<file path="config.mk">
export PLATFORM = sky130hd
export DESIGN_NAME = tw_mem_slave
export DESIGN_NICKNAME = d
export VERILOG_FILES = /design/src/rtl/tw_pkg.sv /design/src/rtl/tw_rst_sync.sv /design/src/rtl/tw_line_mon.sv /design/src/rtl/tw_addr_ptr.sv /design/src/rtl/tw_mem_slave.sv
export SDC_FILE = /design/constraint.sdc
export NUM_CORES = 1
export LEC_CHECK = 0
export ABC_CLOCK_PERIOD_IN_PS = 2700
export CORE_MARGIN = 5
export CORE_UTILIZATION = 40
export CTS_BUF_LIST = sky130_fd_sc_hd__clkbuf_16
export DETAILED_ROUTE_END_ITERATION = 12
export PLACE_DENSITY = 0.67
export SLEW_MARGIN = 0
export SYNTH_ARGS = -nofsm -noshare
export SYNTH_HDL_FRONTEND = slang
export SYNTH_HIERARCHICAL = 1
export SYNTH_SLANG_ARGS = --single-unit
export TNS_END_PERCENT = 5
</file>
<file path="constraint.sdc">
create_clock -name clk -period 2.7 [get_ports clk]
set_input_delay 0.54 -clock clk [delete_from_list [all_inputs] [get_ports clk]]
set_output_delay 0.54 -clock clk [all_outputs]
set_load 0.005 [all_outputs]
</file>
<file path="src/rtl/tw_pkg.sv">
package tw_pkg;
  typedef enum logic [3:0] {
    ST_IDLE,
    ST_DEV,
    ST_DEV_ACK,
    ST_AHI,
    ST_AHI_ACK,
    ST_ALO,
    ST_ALO_ACK,
    ST_WR,
    ST_WR_ACK,
    ST_RD,
    ST_RD_ACK
  } tw_state_e;
endpackage

</file>
<file path="src/rtl/tw_rst_sync.sv">
module tw_rst_sync (
  input  logic clk,
  input  logic rst_n,
  output logic rst_n_s
);
  logic [1:0] pipe;
  always_ff @(posedge clk or negedge rst_n) begin
    if (!rst_n) pipe <= 2'b00;
    else        pipe <= {pipe[0], 1'b1};
  end
  assign rst_n_s = pipe[1];
endmodule

</file>
<file path="src/rtl/tw_line_mon.sv">
module tw_line_mon #(
  parameter int STAGES = 2
) (
  input  logic clk,
  input  logic rst_n,
  input  logic scl_i,
  input  logic sda_i,
  output logic scl_s,
  output logic sda_s,
  output logic scl_rise,
  output logic scl_fall,
  output logic start_det,
  output logic stop_det
);
  logic [STAGES-1:0] scl_pipe, sda_pipe;
  logic              scl_q, sda_q;

  always_ff @(posedge clk or negedge rst_n) begin
    if (!rst_n) begin
      scl_pipe <= '1;
      sda_pipe <= '1;
      scl_q    <= 1'b1;
      sda_q    <= 1'b1;
    end else begin
      scl_pipe <= {scl_pipe[STAGES-2:0], scl_i};
      sda_pipe <= {sda_pipe[STAGES-2:0], sda_i};
      scl_q    <= scl_pipe[STAGES-1];
      sda_q    <= sda_pipe[STAGES-1];
    end
  end

  assign scl_s     = scl_pipe[STAGES-1];
  assign sda_s     = sda_pipe[STAGES-1];
  assign scl_rise  = scl_s & ~scl_q;
  assign scl_fall  = ~scl_s & scl_q;
  assign start_det = scl_s & scl_q & sda_q & ~sda_s;
  assign stop_det  = scl_s & scl_q & ~sda_q & sda_s;
endmodule

</file>
<file path="src/rtl/tw_addr_ptr.sv">
module tw_addr_ptr #(
  parameter int ADDR_W = 16,
  parameter int PAGE_W = 7
) (
  input  logic              clk,
  input  logic              rst_n,
  input  logic              load,
  input  logic [ADDR_W-1:0] load_val,
  input  logic              inc_full,
  input  logic              inc_page,
  output logic [ADDR_W-1:0] ptr
);
  logic [ADDR_W-1:0] ptr_n;

  always_comb begin
    ptr_n = ptr;
    if (load)          ptr_n = load_val;
    else if (inc_full) ptr_n = ptr + ADDR_W'(1);
    else if (inc_page) ptr_n = {ptr[ADDR_W-1:PAGE_W], ptr[PAGE_W-1:0] + PAGE_W'(1)};
  end

  always_ff @(posedge clk or negedge rst_n) begin
    if (!rst_n) ptr <= '0;
    else        ptr <= ptr_n;
  end
endmodule

</file>
<file path="src/rtl/tw_mem_slave.sv">
module tw_mem_slave
  import tw_pkg::*;
#(
  parameter int          ADDR_W      = 16,
  parameter int          PAGE_W      = 7,
  parameter int          SYNC_STAGES = 2,
  parameter logic [3:0]  DEV_TYPE    = 4'b1010
) (
  input  logic              clk,
  input  logic              rst_n,
  input  logic              scl_i,
  input  logic              sda_i,
  output logic              sda_oe,
  input  logic [2:0]        chip_sel,
  input  logic              wp_i,
  input  logic              busy_i,
  output logic [ADDR_W-1:0] mem_addr,
  output logic [7:0]        mem_wdata,
  output logic              mem_we,
  output logic              mem_re,
  input  logic [7:0]        mem_rdata,
  output logic              wr_start
);
  localparam logic [3:0] BIT_LAST = 4'd8;

  logic rst_n_s;
  logic scl_s, sda_s, scl_rise, scl_fall, start_det, stop_det;

  tw_state_e  st, st_n;
  logic [3:0] cnt, cnt_n;
  logic [7:0] rxsr, rxsr_n, txsr, txsr_n, hi_q, hi_n;
  logic       is_rd, is_rd_n, mack, mack_n, rd_pend, rd_pend_n, dirty, dirty_n;
  logic       ptr_ld, ptr_inc, ptr_pg, addr_hit;
  logic [15:0] word_addr;
  logic [ADDR_W-1:0] ptr;

  tw_rst_sync u_rst (.clk(clk), .rst_n(rst_n), .rst_n_s(rst_n_s));

  tw_line_mon #(.STAGES(SYNC_STAGES)) u_mon (
    .clk(clk), .rst_n(rst_n_s), .scl_i(scl_i), .sda_i(sda_i),
    .scl_s(scl_s), .sda_s(sda_s), .scl_rise(scl_rise), .scl_fall(scl_fall),
    .start_det(start_det), .stop_det(stop_det)
  );

  assign word_addr = {hi_q, rxsr};

  tw_addr_ptr #(.ADDR_W(ADDR_W), .PAGE_W(PAGE_W)) u_ptr (
    .clk(clk), .rst_n(rst_n_s), .load(ptr_ld), .load_val(word_addr[ADDR_W-1:0]),
    .inc_full(ptr_inc), .inc_page(ptr_pg), .ptr(ptr)
  );

  assign addr_hit  = (rxsr[7:4] == DEV_TYPE) && (rxsr[3:1] == chip_sel) && !busy_i;
  assign mem_addr  = ptr;
  assign mem_wdata = rxsr;

  always_comb begin
    st_n = st; cnt_n = cnt; rxsr_n = rxsr; txsr_n = txsr; hi_n = hi_q;
    is_rd_n = is_rd; mack_n = mack; dirty_n = dirty;
    mem_we = 1'b0; mem_re = 1'b0; wr_start = 1'b0;
    ptr_ld = 1'b0; ptr_inc = 1'b0; ptr_pg = 1'b0;
    if (rd_pend) txsr_n = mem_rdata;
    if (start_det) begin
      st_n = ST_DEV; cnt_n = '0; dirty_n = 1'b0;
    end else if (stop_det) begin
      st_n = ST_IDLE; cnt_n = '0; wr_start = dirty; dirty_n = 1'b0;
    end else begin
      case (st)
        ST_DEV, ST_AHI, ST_ALO, ST_WR: begin
          if (scl_rise && cnt != BIT_LAST) begin
            rxsr_n = {rxsr[6:0], sda_s};
            cnt_n  = cnt + 4'd1;
          end else if (scl_fall && cnt == BIT_LAST) begin
            cnt_n = '0;
            if (st == ST_DEV) begin
              if (addr_hit) begin
                st_n    = ST_DEV_ACK;
                is_rd_n = rxsr[0];
                if (rxsr[0]) begin mem_re = 1'b1; ptr_inc = 1'b1; end
              end else begin
                st_n = ST_IDLE;
              end
            end else if (st == ST_AHI) begin
              hi_n = rxsr; st_n = ST_AHI_ACK;
            end else if (st == ST_ALO) begin
              ptr_ld = 1'b1; st_n = ST_ALO_ACK;
            end else begin
              if (!wp_i) begin mem_we = 1'b1; ptr_pg = 1'b1; dirty_n = 1'b1; end
              st_n = ST_WR_ACK;
            end
          end
        end
        ST_DEV_ACK: if (scl_fall) st_n = is_rd ? ST_RD : ST_AHI;
        ST_AHI_ACK: if (scl_fall) st_n = ST_ALO;
        ST_ALO_ACK: if (scl_fall) st_n = ST_WR;
        ST_WR_ACK:  if (scl_fall) st_n = ST_WR;
        ST_RD: if (scl_fall) begin
          txsr_n = {txsr[6:0], 1'b0};
          if (cnt == 4'd7) begin cnt_n = '0; st_n = ST_RD_ACK; end
          else cnt_n = cnt + 4'd1;
        end
        ST_RD_ACK: begin
          if (scl_rise) begin
            mack_n = ~sda_s;
            if (!sda_s) begin mem_re = 1'b1; ptr_inc = 1'b1; end
          end else if (scl_fall) begin
            st_n = mack ? ST_RD : ST_IDLE;
          end
        end
        default: ;
      endcase
    end
    rd_pend_n = mem_re;
  end

  always_ff @(posedge clk or negedge rst_n_s) begin
    if (!rst_n_s) begin
      st <= ST_IDLE; cnt <= '0; rxsr <= '0; txsr <= '0; hi_q <= '0;
      is_rd <= 1'b0; mack <= 1'b0; rd_pend <= 1'b0; dirty <= 1'b0;
    end else begin
      st <= st_n; cnt <= cnt_n; rxsr <= rxsr_n; txsr <= txsr_n; hi_q <= hi_n;
      is_rd <= is_rd_n; mack <= mack_n; rd_pend <= rd_pend_n; dirty <= dirty_n;
    end
  end

  always_comb begin
    case (st)
      ST_DEV_ACK, ST_AHI_ACK, ST_ALO_ACK, ST_WR_ACK: sda_oe = 1'b1;
      ST_RD:                                         sda_oe = ~txsr[7];
      default:                                       sda_oe = 1'b0;
    endcase
  end
endmodule

</file>
* After elaboration in Yosys (flattened, before gate mapping)
Index checks and enable logic that the tools add are counted.
Cells by class: add/subtract/negate cells 3, equal/unequal tests 30, muxes and demuxes 72, bitwise logic cells 16, reduce and logical (&&, ||, !) cells 21
Operators with widths (count):
- two-way mux 4 bit | 22
- two-way mux 8 bit | 5
- two-way mux 1 bit | 37
- inequality test 4 bit (second input constant) | 9
- two-way mux 16 bit | 2
- case mux 4 bit (6 select lines) | 1
- AND reduction 7 bit | 3
- equality test 4 x 3 -> 1 bit (second input constant) | 5
- equality test 4 bit (second input constant) | 5
- adder 16 x 1 -> 16 bit (second input constant) | 1
- inequality test 3 bit (second input constant) | 4
- AND reduction 10 bit | 1
- inverter 1 bit | 9
- nonzero test 3 bit | 3
- equality test 4 x 2 -> 1 bit (second input constant) | 2
- case mux 4 bit (2 select lines) | 1
- AND reduction 4 bit | 2
- nonzero test 8 bit | 1
- OR reduction 4 bit | 2
- adder 7 x 1 -> 7 bit (second input constant) | 1
- AND 1 bit | 7
- two-way mux 7 bit | 1
- inequality test 5 bit (second input constant) | 1
- adder 4 x 1 -> 4 bit (second input constant) | 1
- other kinds (12) | 16
Storage, ports and cells: register bits after elaboration 60, input port bits 17, output and inout bits 28, word-level logic and storage cells 158

* Depth between registers and ports, before layout
Gate-level depths: netlist of run 1.
word-level depth 12, gate-level depth with buffers 11, mapped depth without buffers 11

* Cells and area by module
Netlist of run 1, hierarchy kept.
By module, submodules not included:
- tw_mem_slave | instances 1, cells each 194, area each 1993.2 µm², sequential area each 900.9 µm²
- tw_addr_ptr | instances 1, cells each 97, area each 883.3 µm², sequential area each 400.4 µm²
- tw_line_mon | instances 1, cells each 10, area each 190.2 µm², sequential area each 157.7 µm²
- tw_rst_sync | instances 1, cells each 3, area each 53.8 µm², sequential area each 50.0 µm²

* Worst setup path before layout of run 1
No wires, ideal clock.
kind register to register, start point register u_mon.sda_pipe[1], end point register u_ptr.ptr[12], setup time 0.125 ns, data arrival time 2.522 ns, data required time 2.575 ns, path slack 0.053 ns, cell stages (with the launch flop) 11, path buffers 1, period minus slack after synthesis 2.647 ns, path through dfstp_2 -> and4b_1 -> or2_2 -> clkbuf_1 -> nor2_2 -> nand4_1 -> nand2_1 -> nand3_1 -> nor4_1 -> xor2_1 -> mux2_2
On the way: elaborated cells on any way between the ends 12, those cells by class 8 x mux; 3 x bitwise; 1 x reduce/logical
RTL lines:
- from (decl) | line tw_line_mon.sv:15 | logic [STAGES-1:0] scl_pipe, sda_pipe;
- from (signal assigned) | line tw_line_mon.sv:26 | sda_pipe <= {sda_pipe[STAGES-2:0], sda_i};
- inverter 1 bit | line tw_line_mon.sv:36 | assign start_det = scl_s & scl_q & sda_q & ~sda_s;
- AND 1 bit | line tw_line_mon.sv:36
- net start_det | line tw_mem_slave.sv:27 | logic scl_s, sda_s, scl_rise, scl_fall, start_det, stop_det;
- two-way mux 1 bit
- net mem_re | line tw_mem_slave.sv:20 | output logic mem_re,
- nonzero test 2 bit (no line)
- to (signal assigned) | line tw_addr_ptr.sv:24 | else ptr <= ptr_n;
- to (decl) | line tw_addr_ptr.sv:11 | output logic [ADDR_W-1:0] ptr
The timed path passes the listed nets, and every way through them passes these cells. A chain may end at the register's enable or synchronous reset.

* Worst setup path after layout of run 1
start point register st[3], end point output port sda_oe
On the way: word-level cells in the longest chain between the ends 3, elaborated cells on any way between the ends 7, those cells by class 5 x eq/ne; 1 x mux; 1 x reduce/logical
Ends and longest elaborated chain:
- from (decl) | line tw_mem_slave.sv:29 | tw_state_e st, st_n;
- from (signal assigned) | line tw_mem_slave.sv:120 | st <= st_n; cnt <= cnt_n; rxsr <= rxsr_n; txsr <= txsr_n; hi_q <= hi_n;
- equality test 4 x 2 -> 1 bit, or another cell as far along | line tw_mem_slave.sv:126 | case (st)
- OR reduction 4 bit | line tw_mem_slave.sv:126
- case mux 1 bit (2 select lines) (*) | line tw_mem_slave.sv:126
- to (decl) | line tw_mem_slave.sv:13 | output logic sda_oe,
Mark *: on every way between the ends. The rest lies on a longest branch, timed or not.

==> run summary, run 1 <==
The worst hold path belongs to the class reg2async. The endpoint required time on the critical path came out at 2160 ps. The standard-cell row count is 32. The die covers 9670 µm². At the pin with the least slew margin, the transition time is 517 ps. The number of levels in the clock H-tree is 3.

dfrtp_1 takes more of the synthesized area than any other cell. The wire length of the first global-routing pass is 12.6 mm. The final cell count without fillers is 482. The number of endpoints with negative hold slack in the final report is 0. The most instantiated flip-flop cell in the synthesis netlist is dfrtp_1. The number of antenna violations at the first check in global routing was 0.

The net switching share of the total power came out at 0.335. The instance count after placement with tap cells included came out at 459. The internal portion of the total power is 2.50 mW. The worst setup path is launched from a flop. The total track usage came out at 0.164. The routed wire length came out at 7.49 mm. Static timing analysis puts the maximum clock frequency at 0.391 GHz.

The number of violations reported at the end of detailed-routing iteration 0 came out at 204. The share of post-route cells with drive strength above 1 came out at 0.237. The number of antenna diodes in the final layout is 0. Input and output buffers added on the ports amount to 44. At the worst endpoint, the arrival time is 2010 ps. The mean post-synth cell area is 10.3 µm². The post-route core utilization came out at 0.547. The buffer levels on the longest clock path came out at 2.

The DRC violation count after routing is 0. Counting every instance in the synthesized netlist gives 304. By area the synthesized netlist is led by dfrtp_1 (43%), mux2_2 (6.5%), dfstp_2 (5.1%), xnor2_1 (3.9%), o21ai_0 (3.7%). The count of distinct cell types in the synthesized netlist came out at 51. The core region is 7650 µm². From left edge to right edge, the die measures 98.3 µm.

Counting flops with a built-in enable in the synthesized netlist gives 0. The combinational cell fraction of total power came out at 0.347. From synthesis to final layout, the design area changed by 34.2%. The worst slew margin relative to its limit came out at 0.655. The total of max-cap violations came out at 0. The half-perimeter wire length of the detailed placement result is 5.33 mm. The compound-cell area share of the yosys netlist was 0.113. The basic-gate share of the synthesized area counting and, or, nand and nor cells came out at 0.205.

VDD sags by at most 0.000470 V. The category of the most critical setup path is reg2out. The first-pass iteration count of the detailed router is 4.

The most common cell in the synthesized netlist is dfrtp_1. The cell area after synthesis came out at 3120 µm². The share of flip-flops with an asynchronous set or reset after synthesis is 1.00. The TritonCTS buffer count is 9. The total I/O pin count is 45.

The areal power density over the cells came out at 898 nW/µm². TritonCTS built the clock tree. The switching power summed over all nets came out at 1.26 mW. The standby leakage power came out at 1.81 nW. The clock latency on the worst-skew pair came out at 330 ps. The average via count per standard cell came out at 5.38.

STA classifies the critical path endpoint as an output port. The die boundary height is 98.3 µm. The maximum net fanout on the critical path is 9. The final RePlAce weighted congestion came out at 0.884. The multiplexer fraction of the synthesized cell area is 0.100. The count of fill cells added during filler insertion came out at 674. The number of nets still failing antenna checks after routing came out at 0. The number of sinks driven by the clock tree is 60. By area, the combinational part of the netlist is dominated by simple AND/OR/NAND/NOR gates. The number of global-route vias before repair came out at 2537. The library cell used as clock root buffer is clkbuf_16. Of the total synthesized cell area, the portion taken by full adders, half adders and majority gates is 0.0120. The sequential area share after synthesis is 0.484. The number of setup violations in the final report is 0. The run finished with clean final reports. The number of warnings reported in the yosys synthesis log came out at 6.

The post-layout minimum cycle time is 2550 ps. The final cycle utilization of the critical path came out at 0.946. By count the netlist is led by dfrtp_1 (54), nand2_1 (26), o21ai_0 (23). Of the total power, the clock network draws 0.292. Of the post-synthesis cell area, the dominant cell type holds 0.433. The post-synthesis share of cell area spent on xor and xnor gates came out at 0.0533. Setup repair after global routing could not meet its margin everywhere. The total count of max-transition violations in the final report is 0. The count of hold-fix buffers inserted at cts is 0. Clock-pin slew was measured on the worst setup and hold paths at 60 ps.

The starting density of the core is 0.408. Synthesis inferred 60 register bits. Entering global routing, the biggest net connects 25 pins. Of the total power, registers draw 0.361. Counting every net in the synthesized netlist gives 324. The routed layout has 2593 vias. The setup slack of the worst register-to-register path came out at 180 ps. The final layout contains 395 nets. The aggregate global routing overflow came out at 0. The per-cell routed wire length came out at 15.5 µm. The largest clock skew in the final design is 6.92 ps.
final cells by class:
class                      count  area [µm²]  area share
sequential                    60        1510       0.361
clock inverter                 7        61.3      0.0146
timing repair buffer          73         659       0.158
clock buffer                   9         225      0.0538
multi-input combinational    221        1570       0.374
inverter                      10        37.5     0.00897
tap                          102         128      0.0305
layout by cell type, fill, tap and decap left out, drive strengths merged, types with 2 or more instances in the layout:
cell type and n:
a21o 2, a21oi 13, a221o 2, a22o 2, a31oi 5, and2 2, and3 3, and3b 3
and4b 4, and4bb 2, buf 29, clkbuf 9, clkdlybuf4s50 42, clkinv 2, clkinvlp 2, dfrtp 54
dfstp 6, ha 3, inv 12, mux2 18, mux2i 11, nand2 26, nand3 11, nand3b 2
nand4 7, nor2 19, nor2b 5, nor3 8, nor3b 2, nor4 7, nor4b 2, o21a 2
o21ai 27, or2 2, or3 4, xnor2 14, xor2 5
worst max-delay path, stage by stage, from the launching register on:
cell	delay, ps
dfrtp_1	470
buf_4	200
or3_1	370
nand3_1	130
o21ai_1	70
clkdlybuf4s50_1	450
state kept, by name, indices dropped and copies added (netlist names):
signal          cells
dirty               1
mack                1
u_rst/pipe          2
u_ptr/ptr          16
u_mon/sda_pipe      2
u_mon/scl_q         1
mem_wdata           8
txsr                8
hi_q                8
st                  4
u_mon/scl_pipe      2
is_rd               1
u_mon/sda_q         1
rd_pend             1
cnt                 4
metrics by stage:
stage	setup slack [ps]	hold WS [ps]	TNS, ps	total power, mW	area [µm²]
6_report	145	244	0	3.76	4190
5_1_grt	-7.51	306	-7.51	4.00	4190
4_1_cts	-56.9	267	-56.9	3.77	4140
3_5_place_dp	-79.0	263	-128	2.64	3790
3_3_place_gp	-58.7	265	-67.8	2.61	3790
2_1_floorplan	53.1	244	0	2.10	3120
worst paths after layout:
path                                    from  cells after the start           endpoint
min                            u_rst/pipe[1]                      0              is_rd
min in group clk               u_rst/pipe[0]                      0      u_rst/pipe[1]
max in group asynchronous      u_rst/pipe[1]                      1  u_mon/scl_pipe[1]
min reg2reg                    u_rst/pipe[1]                      0              is_rd
max reg2reg                u_mon/sda_pipe[1]                     10      u_ptr/ptr[12]
max                                    st[3]                      5             sda_oe
kinds of logic after synthesis:
| kind of cell | Yosys count |
|---|---|
| xor+xnor | 19 |
| other cells | 1 |
| compound gates | 58 |
| simple gates | 111 |
| flops | 60 |
| mux | 29 |
| fa+ha+maj | 3 |
| buf+inv | 23 |
timing repair:
| item | 4_1_cts | 5_1_grt |
|---|---|---|
| gates resized for setup | 11 | 8 |
| buffers inserted | 3 | 4 |
| pin swaps | 1 | 1 |
| hold endpoints to repair | 0 | 0 |
| endpoints found under the setup margin | 2 | 4 |
layer usage:
layer	track usage	share of wire	vias to the layer above
met5	0	0	-
met1	0.218	0.45	1274
met4	0.0504	0.0064	0
met3	0.0557	0.063	4
li1	-	-	1240
met2	0.255	0.48	75
power groups by stage:
stage                     combinational, mW  sequential (mW)  clock [mW]
after floorplan                       0.781             1.32           0
final                                  1.31             1.36        1.10
after CTS                              1.29             1.36        1.12
after detailed placement               1.27             1.37           0
after global routing                   1.44             1.40        1.17
after global placement                 1.25             1.36           0
(Power assumes the default switching activity.)
==> run 2, diff against run 1 <==
HOLD_SLACK_MARGIN = 0.15   (was default)
SETUP_SLACK_MARGIN = 0.2   (was default)
TNS_END_PERCENT = 50   (was 5)
==> run 2 against run 1 <==
Effect of this change:
- wire length is 0.92% higher
- fmax rose by 2.6%
- final cell count decreased by 1.7%
- die area unchanged
- clock-buffer cell count stayed put
- highest routed layer unchanged
- via count down 2.8%
- combinational power is essentially flat
- critical path depth down 1
- sequential power about the same
==> run summary, run 2 (synthesis results as in run 1) <==
Across the run, the number of max-cap violations was 0. The post-layout minimum cycle time is 2490 ps. 45 I/O pins were placed.

In this run the worst path has a maximum fanout of 4. Counting the buffers created by CTS gives 9. The worst setup path is of the reg2out kind. The number of vias in the routed layout came out at 2520. The starting density of the core is 0.408. The count of fill cells added during filler insertion is 664. The routed wire length is 7.56 mm. Leaving out fill and tap cells, the most frequent cell in the layout is dfrtp_1. The standby leakage power is 1.78 nW. The worst setup path is captured at an output port. At the pin with the least slew margin, the transition time is 1070 ps. The total count of max-transition violations in the final report is 0.

The library cell used as clock root buffer is clkbuf_16. The first global-routing pass estimated 12.5 mm of wire. The number of setup violations in the final report came out at 0. The number of nets still failing antenna checks after routing came out at 0. Timing would allow up to 0.402 GHz. The die is 98.3 µm tall. The largest net degree at the start of global routing came out at 49. The number of endpoints with negative hold slack in the final report came out at 0. The arrival time at the worst endpoint is 1950 ps. The area occupied by multi-input gates is 1660 µm². The number of violations reported at the end of detailed-routing iteration 0 is 201. The area growth from synthesis to layout is 35.5%. The total track usage came out at 0.161. The summed negative setup slack over all endpoints is 0 ps. The register ranked first by flip-flop count is u_ptr/ptr. The placed instances occupy a cell area of 3760 µm².

The worst slew margin relative to its limit is 0.290. Routability-driven placement finished with a final weighted congestion of 0.848. The sequential cell area is 1510 µm².

The clock edge transition at the registers on the reported setup and hold paths is 60 ps. For this design, the CTS-stage hold fixing added 0 buffers. The share of post-route cells with drive strength above 1 is 0.253. The number of nets in the finished design came out at 387. The number of antenna violations at the first check in global routing is 0.

Summing all non-filler instances in the final layout gives an area of 4230 µm². The library cells used most frequently in the layout, excluding fill and tap cells, are dfrtp_1 (52), clkdlybuf4s50_1 (41), nand2_1 (25), o21ai_0 (23), buf_4 (20). The endpoint required time on the critical path is 2160 ps. The flow ran to the end, and the final reports show no timing, DRC or antenna violations. TritonCTS built the clock tree. The final cycle utilization of the critical path is 0.922. The first-pass iteration count of the detailed router is 4.

The clock latency on the worst-skew pair is 320 ps. The area of the die is 9670 µm². After detailed routing, the average wire length per cell comes to 15.9 µm. The average via count per standard cell is 5.32. The port buffer count came out at 44.

The number of sinks driven by the clock tree came out at 60. The number of global-route vias before repair came to 2459. The class of the tightest hold or removal check is reg2reg. Setup repair after global routing could not meet its margin everywhere. The total core area is 7650 µm².

After detailed routing, the number of remaining DRC violations is 0. The buffer levels on the longest clock path came out at 2. The antenna cell count came out at 0. The hold slack is 348 ps. The worst setup path is launched from a flop.

The areal power density over the cells is 907 nW/µm². The flip-flop count of the largest register after layout came out at 16. The standard-cell row count is 32. The die width came out at 98.3 µm. The largest clock skew in the final design came out at 8.82 ps. The half-perimeter wire length of the detailed placement result is 5.22 mm. The number of levels in the clock H-tree is 3. Global routing finished with a remaining overflow of 0. The worst IR drop on VDD is 0.000582 V.
[run 2: cell count changes in the layout (fill, tap and decap cells not counted), sizes merged]
cell           before  now
inv                12   10
buf                29   21
clkinv              2    5
clkbuf              9   10
dlymetal6s2s        1    0
clkdlybuf4s50      42   41
dlygate4sd2         1    2
clkinvlp            2    1
[run 2: final timing paths]
check / endpoint / startpoint / cells past startpoint / slack (ps)
setup / recovery: wr_start / u_mon/sda_pipe[1] / 4 / 210
hold / removal: u_rst/pipe[1] / u_rst/pipe[0] / 0 / 350
setup reg to reg: u_ptr/ptr[10] / u_mon/sda_pipe[1] / 11 / 260
hold reg to reg: u_rst/pipe[1] / u_rst/pipe[0] / 0 / 350
max in group asynchronous: u_ptr/ptr[4] / u_rst/pipe[1] / 1 / 1480
min in group asynchronous: u_rst/pipe[0] / rst_n / 1 / 370
[run 2: final cells by class]
class | count | area share
Timing Repair Buffer | 65 | 0.141
Multi-Input combinational cell | 221 | 0.391
Sequential cell | 60 | 0.357
Inverter | 10 | 0.00888
Tap cell | 102 | 0.0302
Clock inverter | 7 | 0.0183
Clock buffer | 9 | 0.0533
[run 2: stage by stage]
step	util	setup slack, ps	total power [mW]	std cells
after floorplan	-	206	2.11	304
final	0.553	210	3.84	474
after CTS	0.541	37.3	3.78	472
after global placement	0.492	17.5	2.58	453
after detailed placement	0.492	-12.8	2.61	453
after global routing	0.553	151	4.07	474
[run 2: worst max-delay path, stage by stage, from the launching register on]
cell             delay [ps]
dfstp_2                 550
and4b_1                 210
buf_4                   150
and3b_1                 220
clkdlybuf4s50_1         500
[run 2: what timing repair did]
| action | 4_1_cts | 5_1_grt |
|---|---|---|
| gates cloned | 0 | 0 |
| resized for setup | 16 | 16 |
| pin swaps | 2 | 5 |
| endpoints found under the setup margin | 10 | 14 |
| buffers inserted | 3 | 2 |
[run 2: power breakdown]
part,internal [mW],total [mW],switching (mW)
clock,0.717,1.13,0.417
combinational,0.671,1.31,0.643
sequential,1.11,1.39,0.276
[run 2: metal layers]
metal | track usage | part of all wire | up-vias | wire length (µm)
li1 | - | - | 1224 | -
met2 | 0.235 | 0.47 | 70 | 3540
met4 | 0.0693 | 0.015 | 0 | 114
met3 | 0.0307 | 0.056 | 10 | 420
met1 | 0.232 | 0.46 | 1216 | 3480
met5 | 0 | 0 | - | 0
==> run 3, diff against run 2 <==
ABC_CLOCK_PERIOD_IN_PS = 2850   (was 2700)
clock period = 2.85 ns   (was 2.7 ns; I/O delays follow)
==> run 3 against run 2 <==
Effect of this change:
- die area is the same
- clock-buffer cell count is the same
- worst setup slack gained 30 ps
- flip-flop and latch count is the same
- final cell count grew 0.63%
- critical path depth is the same
- first-iteration DRC count shrank 33%
- sequential power shrank 6%
- critical endpoint is now sda_oe
- largest cell class unchanged
- largest power group unchanged
==> run summary, run 3 (synthesis results as in run 1) <==
Detailed placement finished with a half-perimeter wire length of 5.35 mm. By startpoint and endpoint, the worst setup path is classified as reg2out. The area of the die is 9670 µm². The number of levels in the clock H-tree is 3. The buffer levels on the longest clock path is 2. Between clock sinks in the finished design, the worst skew comes to 5.95 ps. The standard-cell row count came out at 32.

The number of antenna violations at the first check in global routing is 0. The TritonCTS clock tree is built. In the final layout, the share of cells above drive strength 1 is 0.227. The standby leakage power is 1.82 nW. The arrival time at the worst endpoint came out at 2040 ps.

The clock reaches the later pin of the worst-skew pair after 330 ps. Of the available clock period, the critical path in the final layout requires 0.916. The number of endpoints with negative hold slack in the final report is 0. The first-pass iteration count of the detailed router came out at 5. The maximum net fanout on the critical path is 21.

The wire length of the first global-routing pass came out at 12.5 mm. The total I/O pin count is 45. In this run the tool buffered the top-level ports with 44 buffer cells.

The number of nets in the finished design came out at 390. At the end of routability-driven placement, the weighted congestion stood at 0.857. Across the VDD grid, the largest voltage drop is 0.000395 V. The number of global-route vias before repair came out at 2507. The starting density of the core is 0.408. In this run the critical register-to-register path is captured at u_ptr/ptr[12]. Based on the critical path, the design can be clocked at up to 0.383 GHz.

The total of max-cap violations is 0. The number of violations reported at the end of detailed-routing iteration 0 came out at 135. Buffers inserted to repair hold after CTS numbered 0. The clock edge transition at the registers on the reported setup and hold paths is 50 ps. The worst-case reg-to-reg path depth is 10. The number of sinks driven by the clock tree came out at 60. Data on the critical path is required at its endpoint by 2280 ps. Setup slack on the worst reg-to-reg path comes out at 340 ps. The largest net degree at the start of global routing is 26. The TritonCTS buffer count came out at 9.

Ranked by flip-flop count, first place goes to u_ptr/ptr. The routed wire length came out at 7.42 mm. The per-cell routed wire length is 15.6 µm. From bottom edge to top edge, the die measures 98.3 µm.

The total count of max-transition violations in the final report is 0. Setup total negative slack on the finished layout was measured at 0 ps. The number of nets still failing antenna checks after routing is 0.

The top cell types in the final layout, fill and taps aside, are dfrtp_1 (53), clkdlybuf4s50_1 (42), nand2_1 (25), buf_4 (24), o21ai_0 (23). The post-layout minimum cycle time is 2610 ps. The flip-flop count of the largest register after layout came out at 16. After detailed routing, the number of vias per cell comes to 5.24. The core region is 7650 µm².

The tree is rooted in a clkbuf_16. Setup repair after global routing could not meet its margin everywhere. The path class of the tightest hold or removal check is reg2async. The hold slack came out at 155 ps.

The most common cell after layout, fill and taps aside is dfrtp_1. Compared with the post-synthesis result, the final layout area differs by 34.4%. For this run, the share of the core covered by cells in the final layout is 0.548.

The total track usage is 0.161. The power consumption is 3.71 mW. 0 antenna diodes ended up in the layout.

The launch point of the worst reg-to-reg path is u_mon/sda_pipe[1]. The number of setup violations in the final report came out at 0. For this run, the number of standard cells in the final layout without fillers is 477.

The instance count after placement with tap cells included is 454. STA classifies the critical path endpoint as an output port. In this run the power density over the cells is 884 nW/µm². The flow ran to the end, and the final reports show no timing, DRC or antenna violations. The die width came out at 98.3 µm.

The aggregate global routing overflow came out at 0. The worst setup path is launched from a flop. Detailed routing inserted a total of 2499 vias. For this run, design rule violations remaining after detail routing come to 0.
[run 3: how the worst max path moves through the flow]
stage                                 start       endpoint  slack (ps)  depth (start not counted)
final                                 st[2]         sda_oe         240                          4
after global routing                 cnt[0]  u_ptr/ptr[12]         120                         12
after CTS                            cnt[0]         mem_we          90                          7
after detailed placement        chip_sel[1]         mem_re         -20                          7
after global placement          chip_sel[2]         mem_re          30                          7
after floorplan           u_mon/sda_pipe[1]  u_ptr/ptr[12]         200                         10
[run 3: repair_timing]
item,in CTS,in global routing
pin swaps,4,0
gates resized for setup,15,3
buffers inserted,7,0
endpoints found under the setup margin,3,3
[run 3: layout make-up]
cell class / instances / area, µm²
clock buffers: 9 / 225
clock inverters: 7 / 108
fillers: 673 / 3450
inverters: 10 / 37.5
multi-input cells: 221 / 1560
flip-flops and latches: 60 / 1510
well taps: 102 / 128
repair buffers: 68 / 622
[run 3: where the power goes]
part	switching, mW	internal, mW	total, mW
combinational	0.544	0.635	1.18
sequential	0.257	1.05	1.31
clock	0.375	0.843	1.22
total	1.18	2.53	3.71
[run 3: routing by layer]
layer / up-vias / track usage / share of wire
met2: 56 / 0.235 / 0.45
met3: 12 / 0.0286 / 0.040
met5: - / 0 / 0
met4: 0 / 0.0756 / 0.017
met1: 1197 / 0.232 / 0.49
li1: 1234 / - / -
[run 3: critical path, cell delays in order, from the launching register on]
cell	delay, ps
dfrtp_1	390
buf_4	210
or3_1	400
o21ai_0	180
clkdlybuf4s50_1	530
[run 3: stage by stage]
step,instance area (µm²),setup WS (ps)
after floorplan,3120,203
after global routing,4190,124
after CTS,4190,93.2
final,4190,240
after global placement,3760,29.7
after detailed placement,3760,-18.7
